[src/rtl/useq_pkg.sv]
package useq_pkg;

  parameter int unsigned USEQ_ADDR_W = 8;
  parameter int unsigned USEQ_OP_W   = 6;
  parameter int unsigned USEQ_SEL_W  = 3;
  parameter int unsigned USEQ_NSTAT  = 4;

  // Condition selector codes; order of status lines is fixed by decoding
  typedef enum logic [USEQ_SEL_W-1:0] {
    COND_ALWAYS = 3'd0,
    COND_CARRY  = 3'd1,
    COND_SIGN   = 3'd2,
    COND_OVF    = 3'd3,
    COND_BUSY   = 3'd4
  } cond_code_e;

endpackage

[src/rtl/useq_cond_mux.sv]
module useq_cond_mux #(
  parameter int unsigned SEL_W = 3,
  parameter int unsigned NSTAT = 4
) (
  input  logic [SEL_W-1:0] sel,
  input  logic [NSTAT-1:0] status,
  output logic             taken
);

  // Code 0 is constant true, codes 1..NSTAT pick status[code-1],
  // every remaining code reads as constant false.
  always_comb begin
    taken = 1'b0;
    if (sel == '0) begin
      taken = 1'b1;
    end else begin
      for (int i = 0; i < int'(NSTAT); i++) begin
        if (sel == SEL_W'(i + 1)) taken = status[i];
      end
    end
  end

endmodule

[src/rtl/useq_dispatch.sv]
module useq_dispatch #(
  parameter int unsigned ADDR_W = 8,
  parameter int unsigned OP_W   = 6
) (
  input  logic              taken,
  input  logic [ADDR_W-1:0] tgt_true,
  input  logic [ADDR_W-1:0] tgt_false,
  input  logic              disp_en,
  input  logic [OP_W-1:0]   opcode,
  output logic [ADDR_W-1:0] next_addr
);

  logic [ADDR_W-1:0] base;
  logic [ADDR_W-1:0] op_ext;

  // Zero-extend or truncate the opcode to the address width
  generate
    if (OP_W < ADDR_W) begin : g_pad
      assign op_ext = {{(ADDR_W-OP_W){1'b0}}, opcode};
    end else begin : g_trunc
      assign op_ext = opcode[ADDR_W-1:0];
    end
  endgenerate

  assign base      = taken ? tgt_true : tgt_false;
  assign next_addr = base + (disp_en ? op_ext : '0);  // wraps mod 2**ADDR_W

endmodule

[src/rtl/useq_upc_reg.sv]
module useq_upc_reg #(
  parameter int unsigned ADDR_W = 8
) (
  input  logic              clk,
  input  logic              rst,
  input  logic [ADDR_W-1:0] d,
  output logic [ADDR_W-1:0] q
);

  always_ff @(posedge clk) begin
    if (rst) q <= '0;
    else     q <= d;
  end

  AST_RESET_ZERO: assert property (@(posedge clk) rst |=> (q == '0));

endmodule

[src/rtl/useq_sequencer.sv]
module useq_sequencer
  import useq_pkg::*;
#(
  parameter int unsigned ADDR_W = USEQ_ADDR_W,
  parameter int unsigned OP_W   = USEQ_OP_W,
  parameter int unsigned SEL_W  = USEQ_SEL_W
) (
  input  logic              clk,
  input  logic              rst,
  input  logic [SEL_W-1:0]  cond_sel,
  input  logic [ADDR_W-1:0] tgt_true,
  input  logic [ADDR_W-1:0] tgt_false,
  input  logic              disp_en,
  input  logic [OP_W-1:0]   opcode,
  input  logic              st_carry,
  input  logic              st_sign,
  input  logic              st_ovf,
  input  logic              st_busy,
  output logic [ADDR_W-1:0] upc
);

  localparam int unsigned NSTAT = USEQ_NSTAT;

  logic [NSTAT-1:0]  status_vec;
  logic              taken;
  logic [ADDR_W-1:0] next_addr;

  // Bit i is selected by code i+1
  assign status_vec = {st_busy, st_ovf, st_sign, st_carry};

  useq_cond_mux #(.SEL_W(SEL_W), .NSTAT(NSTAT)) u_cond (
    .sel    (cond_sel),
    .status (status_vec),
    .taken  (taken)
  );

  useq_dispatch #(.ADDR_W(ADDR_W), .OP_W(OP_W)) u_disp (
    .taken     (taken),
    .tgt_true  (tgt_true),
    .tgt_false (tgt_false),
    .disp_en   (disp_en),
    .opcode    (opcode),
    .next_addr (next_addr)
  );

  useq_upc_reg #(.ADDR_W(ADDR_W)) u_upc (
    .clk (clk),
    .rst (rst),
    .d   (next_addr),
    .q   (upc)
  );

  AST_ALWAYS_TRUE: assert property (@(posedge clk) disable iff (rst)
    (cond_sel == SEL_W'(COND_ALWAYS) && !disp_en) |=> (upc == $past(tgt_true)));

  AST_RESERVED_FALSE: assert property (@(posedge clk) disable iff (rst)
    (cond_sel > SEL_W'(NSTAT) && !disp_en) |=> (upc == $past(tgt_false)));

  AST_EQUAL_TARGETS: assert property (@(posedge clk) disable iff (rst)
    (tgt_true == tgt_false && !disp_en) |=> (upc == $past(tgt_true)));

  AST_BUSY_HOLD: assert property (@(posedge clk) disable iff (rst)
    (cond_sel == SEL_W'(COND_BUSY) && st_busy && !disp_en && tgt_true == upc)
    |=> $stable(upc));

endmodule

[config.mk]
export PLATFORM = sky130hd
export DESIGN_NAME = useq_sequencer
export DESIGN_NICKNAME = d
export VERILOG_FILES = /design/src/rtl/useq_pkg.sv /design/src/rtl/useq_cond_mux.sv /design/src/rtl/useq_dispatch.sv /design/src/rtl/useq_upc_reg.sv /design/src/rtl/useq_sequencer.sv
export SDC_FILE = /design/constraint.sdc
export NUM_CORES = 1
export LEC_CHECK = 0
export BUFFER_PORTS_ARGS = -buffer_cell sky130_fd_sc_hd__buf_2
export CAP_MARGIN = 20
export CELL_PAD_IN_SITES_DETAIL_PLACEMENT = 1
export CELL_PAD_IN_SITES_GLOBAL_PLACEMENT = 1
export CORE_UTILIZATION = 26
export DETAILED_ROUTE_END_ITERATION = 8
export HOLD_SLACK_MARGIN = 0.05
export PLACE_DENSITY = 0.81
export SYNTH_ARGS = -nofsm -noshare
export SYNTH_HDL_FRONTEND = slang
export SYNTH_HIERARCHICAL = 1
export SYNTH_SLANG_ARGS = --single-unit
[constraint.sdc]
create_clock -name clk -period 2.5 [get_ports clk]
set_clock_uncertainty 0.05 [all_clocks]
set_input_delay 0 -clock clk [delete_from_list [all_inputs] [get_ports clk]]
set_output_delay 0 -clock clk [all_outputs]
set_load 0.01 [all_outputs]
# == Yosys cells after proc, flatten, opt, wreduce, memory -nomap -nowiden ==
# Cells that the tools add are included.
# Widths: inputs -> output; s select.
# op_classes
add_sub_neg,1
eq_ne,4
mux,7
n_reduce_logical,1
# op_table
operator,count
$add 8x8->8,1
$mux 8,1
$eq 3x2->1 const B,2
$mux 6,1
$mux 1,5
$eq 3x1->1 const B,1
$eq 3x3->1 const B,1
$logic_not 3->1,1
# totals
regBits,8
in_bits,32
out_inout_bits,8
wordCells,14

# == Depth between registers and ports, before layout ==
# depth
depth_word,8
ltp_mapped,13
ltp_nobuf,12

# == Modules after synthesis ==
# The synthesis kept the hierarchy.
# by_module_without_submodules
module,n_inst,cells_each,area_each_um2,seq_area_each_um2
useq_dispatch,1,52,419.2,0.0
useq_upc_reg,1,16,210.2,160.2
useq_cond_mux,1,7,38.8,0.0

# == Worst setup path before layout ==
# OpenSTA, ideal clock, no wires.
# synth_timing
path_kind,input port to flip-flop
startpoint,in st_carry
endpoint,reg u_upc.q[6]
setup_time_ps,65
t_arrival_ps,2215
t_required_ps,2385
setup_slack_ps,169
stages,13
n_path_buf,1
cell_sequence,nor2b_1 -> a31oi_1 -> o21ai_1 -> buf_6 -> mux2_2 -> ha_1 -> inv_1 -> fa_1 -> nor2b_4 -> o31a_1 -> o211a_1 -> a2111oi_1 -> nor2b_1
# synth_via
elab_chain_cells,7
# synth_lines
element,line,source
start: declaration,useq_sequencer.sv:15,"input logic st_carry,"
$mux 1 (4 in a row),useq_cond_mux.sv:18,if (sel == SEL_W'(i + 1)) taken = status[i];
$mux 1,useq_cond_mux.sv:14,if (sel == '0) begin
via taken,useq_sequencer.sv:25,logic taken;
$mux 8,useq_dispatch.sv:25,assign base = taken ? tgt_true : tgt_false;
$add 8x8->8,useq_dispatch.sv:26,assign next_addr = base + (disp_en ? op_ext : '0);
via next_addr[6],useq_sequencer.sv:26,logic [ADDR_W-1:0] next_addr;
end signal: assignment,useq_upc_reg.sv:11,if (rst) q <= '0;
end signal: assignment,useq_upc_reg.sv:12,else q <= d;
end: declaration,useq_upc_reg.sv:7,output logic [ADDR_W-1:0] q
# The timed path passes the listed nets, and every way through them passes these cells.
# A chain may end at the register's enable or synchronous reset.

# == Worst setup path after layout ==
# layout_timing
startpoint,in cond_sel[1]
endpoint,reg u_upc.q[6]
# layout_via
elab_chain_cells,8
elab_cells_between_ends,12
cone_classes,add/sub: 1; eq/ne: 4; mux: 6; reduce/logical: 1
# layout_lines
element,line,source
start: declaration,useq_sequencer.sv:10,"input logic [SEL_W-1:0] cond_sel,"
$eq 3x1->1,useq_cond_mux.sv:18,
$mux 1 (4 in a row),useq_cond_mux.sv:18,
$mux 1 (*),useq_cond_mux.sv:14,
via taken,useq_sequencer.sv:25,
$mux 8 (*),useq_dispatch.sv:25,
$add 8x8->8 (*),useq_dispatch.sv:26,
via next_addr[6],useq_sequencer.sv:26,
# Mark *: on every way through the listed nets, which the timed path passes. The rest lies on a longest branch.

==> reports/summary.txt <==
Critical path origin - cond_sel[1]
Mux cell area share after synthesis - 0.131
Fill count - 308
Most flops, register - u_upc/q
Gate Count Post-Synth - 75
Crit. End Element - register
Syn avg cell area - 8.91 um^2
Tot Pwr - 0.450 mW
Routed wire length - 1.81 mm
Post-synthesis sequential area ratio - 0.240
DR vias/cell - 4.47
#FFs+latches synth - 8
Root buffer cell - clkbuf_4
Setup violators final - 0
Min Clock Period, post-route - 2.35 ns
RSZ-0062 raised after global routing - no
Die W - 52.7 um
1st-iter DRT viols - 3
Vias - 688
TritonCTS clock tree - done
Worst setup SP type - primary input
CTS buffer count - 3
CORE AREA - 2450 um^2
HP Class - primary input to register
Post-Synth XOR/XNOR Area - 0.0524
Max IR drop VDD - 0.213 mV
Layout cells sized above 1 - 0.492
Crit-path max FO - 4
Fmax - 426 MHz
Rel. slew slack - 0.753
Final Cycle Share - 0.939
Power Dens Cells - 454 nW/um^2
Reg clk slew, reported paths - 0.05 ns
Htree depth - 1
Largest family of logic cells by synthesized area - simple AND/OR/NAND/NOR gates
Max_cap viols - 0
Rows - 18
First-pass GRT wire length - 2.95 mm
Multi-input logic area - 498 um^2
Area growth syn-to-layout - 48.3%
Biggest regs - u_upc/q (8)
Post-Synth Simple-Gate Area - 0.227
Top cells by area, synth - dfxtp_1 24%, ha_1 11%, mux2_2 10%
Yosys top cell area share - 0.240
DRT antenna net count - 0
Final layout net count - 165
Total Routing Usage GR - 0.147
Register area - 160 um^2
Vias in the first global route - 730
Yosys warnings - 6
Max reg flops - 8
TritonRoute pass-1 iters - 3
Netlist cell types - 30
CP required - 2.64 ns
Critical path class - primary input to register
Worst hold start - tgt_false[7]
Critical path arrival - 2.48 ns
Final Slew Violations - 0
Synth Area in Compound Gates - 0.169
DRC viols - 0
Drt wl/cell - 11.7 um
Post-Syn Area - 668 um^2
Full die area - 2780 um^2
Initial Utilization - 0.272
Grt total ovfl - 0
Setup WS pre-CTS - -0.305 ns
Synth Area in Adders - 0.142
Antenna violations before repair - 0
Largest net degree at the start of global routing - 9
I/O pin count - 40
Final Hold Fails - 0
Status - finished clean
Clock Path Buffers - 2
Syn Nets - 114
Height of the die - 52.7 um
DP HPWL - 1.57 mm
CTS sink count - 8
Yosys top cell by area - dfxtp_1
Worst Max-Slew Pin Slew - 0.367 ns
Post-route setup slack - 0.154 ns
Diodes inserted - 0
Routability congestion estimate - 0.748
Number of port buffers - 39
Lkg Pwr - 0.508 nW
==> power breakdown <==
part,leakage (nW),internal (mW),total [mW],switching (mW)
Sequential,0.0667,0.146,0.150,0.00378
Clock,0.0138,0.0546,0.0934,0.0389
Combinational,0.428,0.114,0.207,0.0932
Total,0.508,0.314,0.450,0.136
==> layer usage <==
| layer | global-route usage | vias to the layer above | wire length, um |
|---|---|---|---|
| li1 | - | 366 | - |
| met1 | 0.161 | 293 | 760 |
| met2 | 0.276 | 25 | 921 |
| met3 | 0.00870 | 4 | 90 |
| met4 | 0.0789 | 0 | 36 |
| met5 | 0 | - | 0 |
==> logic make-up after synthesis <==
| logic type | Yosys count |
|---|---|
| compound gates | 17 |
| xor+xnor | 4 |
| fa+ha+maj | 7 |
| buf+inv | 5 |
| flops | 8 |
| mux | 8 |
| simple gates | 26 |
==> path summary, 6_finish.rpt <==
check | slack (ns) | cells after the start | endpoint
min | 0.12 | 4 | u_upc/q[7]
max | 0.15 | 13 | u_upc/q[6]
==> cells in the mapped netlist <==
cell type and n:
a2111oi_1 1, a211oi_1 1, a21o_1 1, a21oi_1 4
a22oi_1 1, a31oi_1 1, and2_1 5, buf_6 1
dfxtp_1 8, fa_1 1, ha_1 6, inv_1 4
mux2_2 6, mux2i_1 2, nand2_1 3, nand2b_1 1
nand3_1 1, nor2_1 3, nor2b_1 9, nor2b_4 1
nor3_1 2, nor4_1 1, o211a_1 1, o21a_1 1
o21ai_0 3, o21ai_1 1, o21bai_1 1, o31a_1 1
xnor2_1 3, xor2_1 1
==> cell usage in the layout, fill, tap and decap left out, types with 2 or more instances in the layout <==
| master | synthesis | final |
|---|---|---|
| buf_2 | 0 | 39 |
| dfxtp_1 | 8 | 8 |
| buf_4 | 0 | 7 |
| nor2b_1 | 9 | 7 |
| mux2_2 | 6 | 6 |
| ha_1 | 6 | 6 |
| and2_1 | 5 | 5 |
| inv_1 | 4 | 4 |
| a21oi_1 | 4 | 4 |
| clkbuf_4 | 0 | 3 |
| nor2_1 | 3 | 3 |
| nand2_1 | 3 | 3 |
| o21ai_0 | 3 | 3 |
| xnor2_1 | 3 | 3 |
| nor2b_2 | 0 | 2 |
| mux2i_1 | 2 | 2 |
| nor3_1 | 2 | 2 |
==> what timing repair did <==
item / CTS / global route
gates resized for setup: 1 / 4
hold endpoints to repair: 8 / 0
pin swaps: 0 / 1
hold buffers: 1 / 0
buffers inserted: 0 / 1
setup endpoints to repair: 1 / 1
==> critical path, cell delays in order <==
cell and delay, ns:
buf_2 0.12, nor2b_2 0.13, a31oi_1 0.07, o21ai_2 0.24, mux2_2 0.37, ha_1 0.19, inv_1 0.07, fa_2 0.23
nor2b_4 0.05, o31a_1 0.25, o211a_1 0.22, a2111oi_2 0.35, nor2b_2 0.20
==> area by class of cell <==
type | count | share of cell area
multi-input combinational | 62 | 0.503
timing repair buffer | 47 | 0.260
sequential | 8 | 0.162
tap | 30 | 0.0379
clock buffer | 3 | 0.0227
inverter | 4 | 0.0152
==> through the flow <==
step                hold slack (ns)  TNS, ns  utilization  cells  cell area, um^2
global placement              0.221  -0.0183        0.381    149              935
global route                  0.137        0        0.404    154              991
floorplan                    0.0216        0            -     75              668
CTS                           0.110        0        0.396    153              971
finish                        0.117        0        0.404    154              991
detailed placement            0.236   -0.386        0.381    149              935
(Power assumes the default switching activity.)
